--- src/rtl/mdg_pkg.sv ---
package mdg_pkg;
  typedef enum logic [2:0] {
    OP_NOP    = 3'd0,
    OP_CREATE = 3'd1,
    OP_ADD    = 3'd2,
    OP_LINK   = 3'd3,
    OP_ISSUE  = 3'd4,
    OP_DONE   = 3'd5
  } op_e;
endpackage

--- src/rtl/mdg_status.sv ---
module mdg_status #(
  parameter int CNT_W = 4
) (
  input  logic             valid_i,
  input  logic [CNT_W-1:0] npred_i,
  input  logic [CNT_W-1:0] nstart_i,
  input  logic [CNT_W-1:0] nfin_i,
  input  logic [CNT_W-1:0] nmem_i,
  input  logic [CNT_W-1:0] niss_i,
  input  logic [CNT_W-1:0] ncmp_i,
  output logic             waiting_o,
  output logic             pending_o,
  output logic             ready_o,
  output logic             executing_o,
  output logic             executed_o
);
  logic [CNT_W:0]   seen;
  logic [CNT_W-1:0] open_cnt;

  assign seen     = {1'b0, nstart_i} + {1'b0, nfin_i};
  assign open_cnt = nmem_i - ncmp_i;

  assign waiting_o   = valid_i && ({1'b0, npred_i} > seen);
  assign pending_o   = valid_i && (nstart_i != '0) && (seen == {1'b0, npred_i});
  assign ready_o     = valid_i && (nfin_i == npred_i);
  assign executing_o = valid_i && (niss_i != '0) && (niss_i == open_cnt);
  assign executed_o  = valid_i && (ncmp_i == nmem_i);
endmodule

--- src/rtl/mdg_group.sv ---
module mdg_group #(
  parameter int CNT_W = 4,
  parameter int LAT_W = 6,
  parameter int N     = 8
) (
  input  logic             clk_i,
  input  logic             rst_ni,
  input  logic             create_i,
  input  logic             add_i,
  input  logic             issue_i,
  input  logic             done_i,
  input  logic [LAT_W-1:0] lat_i,
  input  logic             link_pred_i,
  input  logic [N-1:0]     succ_set_i,
  input  logic             pred_start_i,
  input  logic [LAT_W-1:0] pred_lat_i,
  input  logic             pred_finish_i,
  input  logic             tick_i,
  output logic             valid_o,
  output logic [CNT_W-1:0] npred_o,
  output logic [CNT_W-1:0] nmem_o,
  output logic [CNT_W-1:0] niss_o,
  output logic [CNT_W-1:0] ncmp_o,
  output logic [N-1:0]     succ_o,
  output logic [LAT_W-1:0] mlat_o,
  output logic [LAT_W-1:0] crit_o,
  output logic             waiting_o,
  output logic             pending_o,
  output logic             ready_o,
  output logic             executing_o,
  output logic             executed_o
);
  logic             valid_q;
  logic [CNT_W-1:0] npred_q, nstart_q, nfin_q, nmem_q, niss_q, ncmp_q;
  logic [N-1:0]     succ_q;
  logic [LAT_W-1:0] mlat_q, crit_q, crit_dec, crit_nxt;

  mdg_status #(.CNT_W(CNT_W)) i_status (
    .valid_i    (valid_q),
    .npred_i    (npred_q),
    .nstart_i   (nstart_q),
    .nfin_i     (nfin_q),
    .nmem_i     (nmem_q),
    .niss_i     (niss_q),
    .ncmp_i     (ncmp_q),
    .waiting_o  (waiting_o),
    .pending_o  (pending_o),
    .ready_o    (ready_o),
    .executing_o(executing_o),
    .executed_o (executed_o)
  );

  // countdown first, then raise to the incoming predecessor estimate
  always_comb begin
    crit_dec = (tick_i && waiting_o && crit_q != '0) ? crit_q - 1'b1 : crit_q;
    crit_nxt = crit_dec;
    if (pred_start_i && pred_lat_i > crit_dec) crit_nxt = pred_lat_i;
  end

  always_ff @(posedge clk_i or negedge rst_ni) begin
    if (!rst_ni) begin
      valid_q  <= 1'b0;
      npred_q  <= '0;
      nstart_q <= '0;
      nfin_q   <= '0;
      nmem_q   <= '0;
      niss_q   <= '0;
      ncmp_q   <= '0;
      succ_q   <= '0;
      mlat_q   <= '0;
      crit_q   <= '0;
    end else if (create_i) begin
      valid_q  <= 1'b1;
      npred_q  <= '0;
      nstart_q <= '0;
      nfin_q   <= '0;
      nmem_q   <= '0;
      niss_q   <= '0;
      ncmp_q   <= '0;
      succ_q   <= '0;
      mlat_q   <= '0;
      crit_q   <= '0;
    end else if (valid_q) begin
      if (add_i) nmem_q <= nmem_q + 1'b1;
      if (issue_i) begin
        niss_q <= niss_q + 1'b1;
        if (lat_i > mlat_q) mlat_q <= lat_i;
      end
      if (done_i) begin
        niss_q <= niss_q - 1'b1;
        ncmp_q <= ncmp_q + 1'b1;
      end
      if (link_pred_i) npred_q <= npred_q + 1'b1;
      succ_q <= succ_q | succ_set_i;
      if (pred_start_i) nstart_q <= nstart_q + 1'b1;
      if (pred_finish_i) begin
        nstart_q <= nstart_q - 1'b1;
        nfin_q   <= nfin_q + 1'b1;
      end
      crit_q <= crit_nxt;
    end
  end

  assign valid_o = valid_q;
  assign npred_o = npred_q;
  assign nmem_o  = nmem_q;
  assign niss_o  = niss_q;
  assign ncmp_o  = ncmp_q;
  assign succ_o  = succ_q;
  assign mlat_o  = mlat_q;
  assign crit_o  = crit_q;

  assert_pred_sum_R7: assert property (@(posedge clk_i) disable iff (!rst_ni)
    valid_q |-> ({1'b0, nstart_q} + {1'b0, nfin_q}) <= {1'b0, npred_q});

  assert_member_bound_R5: assert property (@(posedge clk_i) disable iff (!rst_ni)
    valid_q |-> ({1'b0, niss_q} + {1'b0, ncmp_q}) <= {1'b0, nmem_q});

  assert_one_class_R2: assert property (@(posedge clk_i) disable iff (!rst_ni)
    valid_q |-> $countones({waiting_o, pending_o, ready_o}) == 1);

  assert_crit_step_R9: assert property (@(posedge clk_i) disable iff (!rst_ni)
    (valid_q && !create_i && tick_i && waiting_o && crit_q != '0 && !pred_start_i)
      |=> crit_q == $past(crit_q) - 1'b1);

  assert_add_leaf_R8: assert property (@(posedge clk_i) disable iff (!rst_ni)
    add_i |-> succ_q == '0);

  assert_done_ready_R4: assert property (@(posedge clk_i) disable iff (!rst_ni)
    (done_i || issue_i) |-> ready_o);
endmodule

--- src/rtl/mdg_tracker.sv ---
module mdg_tracker #(
  parameter int N     = 8,
  parameter int CNT_W = 4,
  parameter int LAT_W = 6,
  localparam int ID_W  = $clog2(N + 1),
  localparam int IDX_W = (N > 1) ? $clog2(N) : 1
) (
  input  logic               clk_i,
  input  logic               rst_ni,
  input  logic [2:0]         op_i,
  input  logic [ID_W-1:0]    grp_i,
  input  logic [ID_W-1:0]    succ_i,
  input  logic [LAT_W-1:0]   lat_i,
  input  logic               tick_i,
  output logic [ID_W-1:0]    next_id_o,
  output logic [N-1:0]       valid_o,
  output logic [N-1:0]       waiting_o,
  output logic [N-1:0]       pending_o,
  output logic [N-1:0]       ready_o,
  output logic [N-1:0]       executing_o,
  output logic [N-1:0]       executed_o,
  output logic [N*LAT_W-1:0] crit_lat_o,
  output logic               error_o
);
  import mdg_pkg::*;

  op_e op;
  assign op = op_e'(op_i);

  logic [CNT_W-1:0] npred_a [N];
  logic [CNT_W-1:0] nmem_a  [N];
  logic [CNT_W-1:0] niss_a  [N];
  logic [CNT_W-1:0] ncmp_a  [N];
  logic [N-1:0]     succ_a  [N];
  logic [LAT_W-1:0] mlat_a  [N];

  logic [ID_W-1:0]  next_id_q;
  logic             error_q;

  // id decode
  logic             g_in, s_in, g_valid, s_valid;
  logic [IDX_W-1:0] g_idx, s_idx;
  logic [N-1:0]     s_onehot;

  assign g_in  = (grp_i != '0) && (grp_i <= ID_W'(N));
  assign s_in  = (succ_i != '0) && (succ_i <= ID_W'(N));
  assign g_idx = g_in ? IDX_W'(grp_i - ID_W'(1)) : '0;
  assign s_idx = s_in ? IDX_W'(succ_i - ID_W'(1)) : '0;
  assign g_valid  = g_in && valid_o[g_idx];
  assign s_valid  = s_in && valid_o[s_idx];
  assign s_onehot = {{(N-1){1'b0}}, 1'b1} << s_idx;

  // selected predecessor view
  logic [CNT_W-1:0] g_nmem, g_niss, g_ncmp, g_open, s_npred;
  logic [N-1:0]     g_succ;
  logic [LAT_W-1:0] g_mlat, new_mlat;
  logic             g_ready, g_exec, g_done;

  assign g_nmem   = nmem_a[g_idx];
  assign g_niss   = niss_a[g_idx];
  assign g_ncmp   = ncmp_a[g_idx];
  assign g_succ   = succ_a[g_idx];
  assign g_mlat   = mlat_a[g_idx];
  assign s_npred  = npred_a[s_idx];
  assign g_open   = g_nmem - g_ncmp;
  assign g_ready  = ready_o[g_idx];
  assign g_exec   = executing_o[g_idx];
  assign g_done   = executed_o[g_idx];
  assign new_mlat = (lat_i > g_mlat) ? lat_i : g_mlat;

  // event qualification
  logic create_ok, add_ok, link_ok, issue_ok, done_ok, ev_any, ev_ok;
  logic becomes_exec, becomes_done;

  assign create_ok = (op == OP_CREATE) && (next_id_q != '0);
  assign add_ok    = (op == OP_ADD) && g_valid && (g_succ == '0) && (g_nmem != '1);
  assign link_ok   = (op == OP_LINK) && g_valid && s_valid && (g_idx != s_idx) &&
                     !g_done && !g_succ[s_idx] && (s_npred != '1);
  assign issue_ok  = (op == OP_ISSUE) && g_valid && g_ready && (g_niss != g_open);
  assign done_ok   = (op == OP_DONE) && g_valid && g_ready && (g_niss != '0);

  assign ev_any = (op == OP_CREATE) || (op == OP_ADD) || (op == OP_LINK) ||
                  (op == OP_ISSUE) || (op == OP_DONE);
  assign ev_ok  = create_ok || add_ok || link_ok || issue_ok || done_ok;

  assign becomes_exec = issue_ok && ((g_niss + CNT_W'(1)) == g_open);
  assign becomes_done = done_ok && ((g_ncmp + CNT_W'(1)) == g_nmem);

  for (genvar j = 0; j < N; j++) begin : g_slot
    logic create_j, add_j, issue_j, done_j, link_pred_j, start_j, finish_j;
    logic [N-1:0]     succ_set_j;
    logic [LAT_W-1:0] start_lat_j;

    assign create_j    = create_ok && (next_id_q == ID_W'(j + 1));
    assign add_j       = add_ok && (g_idx == IDX_W'(j));
    assign issue_j     = issue_ok && (g_idx == IDX_W'(j));
    assign done_j      = done_ok && (g_idx == IDX_W'(j));
    assign link_pred_j = link_ok && (s_idx == IDX_W'(j));
    assign succ_set_j  = (link_ok && g_idx == IDX_W'(j)) ? s_onehot : '0;
    assign start_j     = (becomes_exec && g_succ[j]) || (link_pred_j && g_exec);
    assign start_lat_j = becomes_exec ? new_mlat : g_mlat;
    assign finish_j    = becomes_done && g_succ[j];

    mdg_group #(.CNT_W(CNT_W), .LAT_W(LAT_W), .N(N)) i_group (
      .clk_i        (clk_i),
      .rst_ni       (rst_ni),
      .create_i     (create_j),
      .add_i        (add_j),
      .issue_i      (issue_j),
      .done_i       (done_j),
      .lat_i        (lat_i),
      .link_pred_i  (link_pred_j),
      .succ_set_i   (succ_set_j),
      .pred_start_i (start_j),
      .pred_lat_i   (start_lat_j),
      .pred_finish_i(finish_j),
      .tick_i       (tick_i),
      .valid_o      (valid_o[j]),
      .npred_o      (npred_a[j]),
      .nmem_o       (nmem_a[j]),
      .niss_o       (niss_a[j]),
      .ncmp_o       (ncmp_a[j]),
      .succ_o       (succ_a[j]),
      .mlat_o       (mlat_a[j]),
      .crit_o       (crit_lat_o[j*LAT_W +: LAT_W]),
      .waiting_o    (waiting_o[j]),
      .pending_o    (pending_o[j]),
      .ready_o      (ready_o[j]),
      .executing_o  (executing_o[j]),
      .executed_o   (executed_o[j])
    );
  end

  always_ff @(posedge clk_i or negedge rst_ni) begin
    if (!rst_ni) begin
      next_id_q <= ID_W'(1);
      error_q   <= 1'b0;
    end else begin
      if (create_ok) next_id_q <= (next_id_q == ID_W'(N)) ? '0 : next_id_q + 1'b1;
      if (ev_any && !ev_ok) error_q <= 1'b1;
    end
  end

  assign next_id_o = next_id_q;
  assign error_o   = error_q;

  assert_id_step_R1: assert property (@(posedge clk_i) disable iff (!rst_ni)
    (create_ok && next_id_q != ID_W'(N)) |=> next_id_q == $past(next_id_q) + 1'b1);

  assert_id_exhaust_R1: assert property (@(posedge clk_i) disable iff (!rst_ni)
    (op == OP_CREATE && next_id_q == '0) |=> error_q);

  assert_err_sticky_R10: assert property (@(posedge clk_i) disable iff (!rst_ni)
    error_q |=> error_q);

  assert_status_gate_R11: assert property (@(posedge clk_i) disable iff (!rst_ni)
    ((waiting_o | pending_o | ready_o | executing_o | executed_o) & ~valid_o) == '0);
endmodule

--- config.mk ---
export PLATFORM = sky130hd
export DESIGN_NAME = mdg_tracker
export DESIGN_NICKNAME = d
export VERILOG_FILES = /design/src/rtl/mdg_pkg.sv /design/src/rtl/mdg_status.sv /design/src/rtl/mdg_group.sv /design/src/rtl/mdg_tracker.sv
export SDC_FILE = /design/constraint.sdc
export NUM_CORES = 1
export LEC_CHECK = 0
export BUFFER_PORTS_ARGS = -buffer_cell sky130_fd_sc_hd__buf_2
export CORE_MARGIN = 2
export CORE_UTILIZATION = 30
export CTS_CLUSTER_DIAMETER = 30
export DETAILED_ROUTE_END_ITERATION = 7
export GPL_ROUTABILITY_DRIVEN = 0
export PLACE_DENSITY = 0.49
export REMOVE_ABC_BUFFERS = 1
export SLEW_MARGIN = 20
export SYNTH_ARGS = -nofsm -noshare
export SYNTH_HDL_FRONTEND = slang
export SYNTH_HIERARCHICAL = 1
export SYNTH_SLANG_ARGS = --single-unit
--- constraint.sdc ---
create_clock -name clk_i -period 6.55 [get_ports clk_i]
set_input_delay 0.9825 -clock clk_i [delete_from_list [all_inputs] [get_ports clk_i]]
set_output_delay 0.9825 -clock clk_i [all_outputs]
set_load 0.05 [all_outputs]
==> results.sh <==
export IMPL_status="finished, final reports clean"
export IMPL_muxShareOfSynthArea_pct=6.69
export IMPL_die_y_microns=322
export IMPL_fillCellCount=10300
export IMPL_synthAdderAreaFrac_pct=13.9
export IMPL_path_max_fanout=13
export IMPL_insertion_delay_ps=690
export IMPL_cp_common_cell="ha_1"
export IMPL_dp_hpwl_mm=75.9
export IMPL_yosys_area_share_simple_pct=20.8
export IMPL_grt_max_degree=140
export IMPL_total_power_uw=11500
export IMPL_cts_tree="yes"
export IMPL_cp_data_required_time_ps=7090
export IMPL_power_switching_uw=4090
export IMPL_cts_root_buf="clkbuf_16"
export IMPL_intPower_uw=7430
export IMPL_final_hold_viol_count=0
export IMPL_fin_skew_ps=47.7
export IMPL_tns_ps=0
export IMPL_p_per_area_nw_per_um2=305
export IMPL_p_seq_share_pct=24.1
export IMPL_initial_core_util_pct=30.3
export IMPL_cts_buffers_inserted=112
export IMPL_final_core_util_pct=37.7
export IMPL_dp_slack_ps=-98.6
export IMPL_synth_compound_area_share_pct=16.4
export IMPL_synth_seq_cells=365
export IMPL_hold_buffers=0
export IMPL_cpPeakStageDelay_ps=580
export IMPL_rsz0062_at_grt="false"
export IMPL_netlist_area_sq_um=30300
export IMPL_finalCriticalPeriod_ps=6010
export IMPL_clockBufferDepth=3
export IMPL_finalWorstSetupSlack_ps=539
export IMPL_criticalPathCategory="in2reg"
export IMPL_first_pass_iters=6
export IMPL_r2r_start="g_slot[1].i_group/nmem_o[0]"
export IMPL_avgSynthCellArea_sq_um=8.68
export IMPL_cts_htree_levels=3
export IMPL_drive_above_1_share_pct=18.4
export IMPL_grt_pass1_vias=26400
export IMPL_critPathCaptureType="register"
export IMPL_drt_wirelength_per_cell_microns=19.9
export IMPL_synth_cell_types=97
export IMPL_place_inst=4989
export IMPL_clkTransAtPathRegs_ps=40
export IMPL_synth_largest_area_cell="dfrtp_1"
export IMPL_critPathArrivalTime_ps=6560
export IMPL_yosysSeqAreaShare_pct=30.1
export IMPL_die_area_sq_um=104000
export IMPL_nNetsFinal=4142
export IMPL_combPwrFrac_pct=26.3
export IMPL_ant_nets=0
export IMPL_core_area_sq_um=100000
export IMPL_tightest_slew_ps=929
export IMPL_synth_top_cells_by_area="dfrtp_1 30%, ha_1 12%, nor2_1 5.2%"
export IMPL_yosysMostFrequentCell="nor2_1"
export IMPL_rows=116
export IMPL_antenna_found_initial=5
export IMPL_syn_inst=3493
export IMPL_portBuffers=120
export IMPL_cts_resized=0
export IMPL_p_leak_uw=0.0178
export IMPL_first_iter_violations=1932
export IMPL_synth_top_area_share_pct=30.1
export IMPL_ys_top_cells_by_count="418 x nor2_1, 364 x dfrtp_1, 284 x ha_1, 273 x a21oi_1, 255 x inv_1"
export IMPL_synthFlopType="dfrtp_1"
export IMPL_fin_cells=5200
export IMPL_clock_sinks=365
export IMPL_grt_use_total_pct=20.0
export IMPL_critPathLaunchType="input pin"
export IMPL_vias_per_cell=5.15
export IMPL_p_clk_share_pct=49.6
export IMPL_reg2reg_to="g_slot[2].i_group/crit_o[5]"
export IMPL_reg2reg_slack_ps=1210
export IMPL_max_freq_ghz=0.166
export IMPL_min_period_over_period_pct=91.8
export IMPL_worst_r2r_cell_count=20
export IMPL_cap_violations=0
export IMPL_route_detailed_drc=0
export IMPL_overflow=0
export IMPL_ir_worst_vdd_v=0.000221
export IMPL_slew_headroom_pct=36.4
export IMPL_switching_share_pct=35.5
export IMPL_grt_pass1_wl_mm=161
export IMPL_vias=26800
export IMPL_cp_slowest_cell="a31oi_2"
export IMPL_die_w_microns=322
export IMPL_maxSlewViolCount=0
export IMPL_hp_class="in2async"
export IMPL_yosys_area_share_xor_xnor_pct=6.60
export IMPL_cts_setup_buffers=0
export IMPL_ios=121
export IMPL_synth_edff_count=0
export IMPL_async_flop_share_pct=100
export IMPL_synth_yosys_warnings=6
export IMPL_setup_viol=0
export IMPL_totalWireLength_mm=104
export IMPL_syn2layout_area_growth_pct=24.7
export IMPL_synth_top_family_by_area="simple AND/OR/NAND/NOR gates"
## through the flow
step / hold slack (ps) / area, sq um
after detailed placement: 475 / 33700
after global placement: 471 / 33700
after CTS: 242 / 37800
final: 248 / 37800
after floorplan: 454 / 29600
after global routing: 271 / 37800
## worst max-delay path by stage
stage | startpoint | endpoint | slack, ps
floorplan | grp_i[0] | g_slot[0].i_group/crit_o[2] | -2140
global placement | grp_i[0] | g_slot[2].i_group/crit_o[4] | -20
detailed placement | grp_i[0] | g_slot[2].i_group/crit_o[2] | -100
CTS | grp_i[0] | g_slot[2].i_group/crit_o[5] | 580
global route | grp_i[1] | g_slot[2].i_group/crit_o[5] | 210
finish | grp_i[1] | g_slot[2].i_group/crit_o[5] | 540
## state kept, by name, indices dropped and copies added (netlist names)
signal	cells
g_slot.i_group/nfin_q	32
g_slot.i_group/nmem_o	32
g_slot.i_group/mlat_o	48
g_slot.i_group/valid_o	8
g_slot.i_group/npred_o	32
g_slot.i_group/succ_o	64
g_slot.i_group/nstart_q	32
next_id_o	4
g_slot.i_group/niss_o	32
g_slot.i_group/ncmp_o	32
error_o	1
g_slot.i_group/crit_o	48
## layer usage
layer | global-route usage (%) | vias up | share of wire [%]
met5 | 0 | - | 0.0077
met1 | 27.5 | 13000 | 47
li1 | - | 12900 | -
met2 | 32.5 | 676 | 46
met3 | 3.04 | 160 | 5.2
met4 | 5.46 | 2 | 2.3
## cells by family (layout without fill, tap and decap cells)
group | after synthesis | after routing
fa+ha+maj | 317 | 317
flops | 365 | 365
other cells | 1 | 9
buf+inv | 401 | 802
mux | 191 | 191
xor+xnor | 225 | 225
compound gates | 727 | 727
simple gates | 1266 | 1266
## critical path, delay by kind of cell
| family | cells | cell delay (ps) |
|---|---|---|
| AO/OA/AOI/OAI | 10 | 2250 |
| XOR/XNOR | 3 | 890 |
| multiplexers | 1 | 280 |
| buffers and inverters | 7 | 1040 |
| adder cells (fa/ha/maj) | 3 | 660 |
| AND/OR/NAND/NOR | 2 | 440 |
## cell type report
class | count | area [sq um] | share of cell area, %
diodes | 1 | 2.50 | 0.00662
clock buffers | 156 | 3260 | 8.62
clock inverters | 54 | 787 | 2.08
inverters | 256 | 961 | 2.54
multi-input cells | 2734 | 19700 | 52.0
flip-flops and latches | 365 | 9140 | 24.2
well taps | 1298 | 1620 | 4.30
repair buffers | 336 | 2370 | 6.27
## power groups by stage
stage	clock network (uW)	logic (uW)	registers, uW
floorplan	0	1540	3040
global placement	0	3030	2800
detailed placement	0	3030	2800
CTS	5810	3050	2770
global route	5940	3290	2800
finish	5720	3030	2780
## placed cells by master, fill, tap and decap left out, types with 18 or more instances in the layout
cell       netlist  routed
nor2_1         418     418
dfrtp_1        364     357
nand3_1        157     157
ha_1           284     283
o21ai_0        102     102
or3_1           47      47
and3_1          30      25
a31oi_1         27      27
nand2_1        223     223
nor4_1          25      25
nand2b_1       129     129
o221ai_1        18      18
fa_1            33      33
mux2_2          48      48
buf_4            4     205
o22ai_1         28      27
o21ai_1         18      18
inv_1          255     255
nor2b_1         56      56
a21o_1          64      64
a21oi_1        273     273
a221oi_1        18      18
xor2_1         148     148
nor3_1          51      49
nand4_1         36      36
clkbuf_8         0      27
mux2i_1        138     133
clkbuf_16        0     113
xnor2_1         74      74
buf_2           44     119
clkinv_2         0      25
Power figures use the tool's default switching activity.
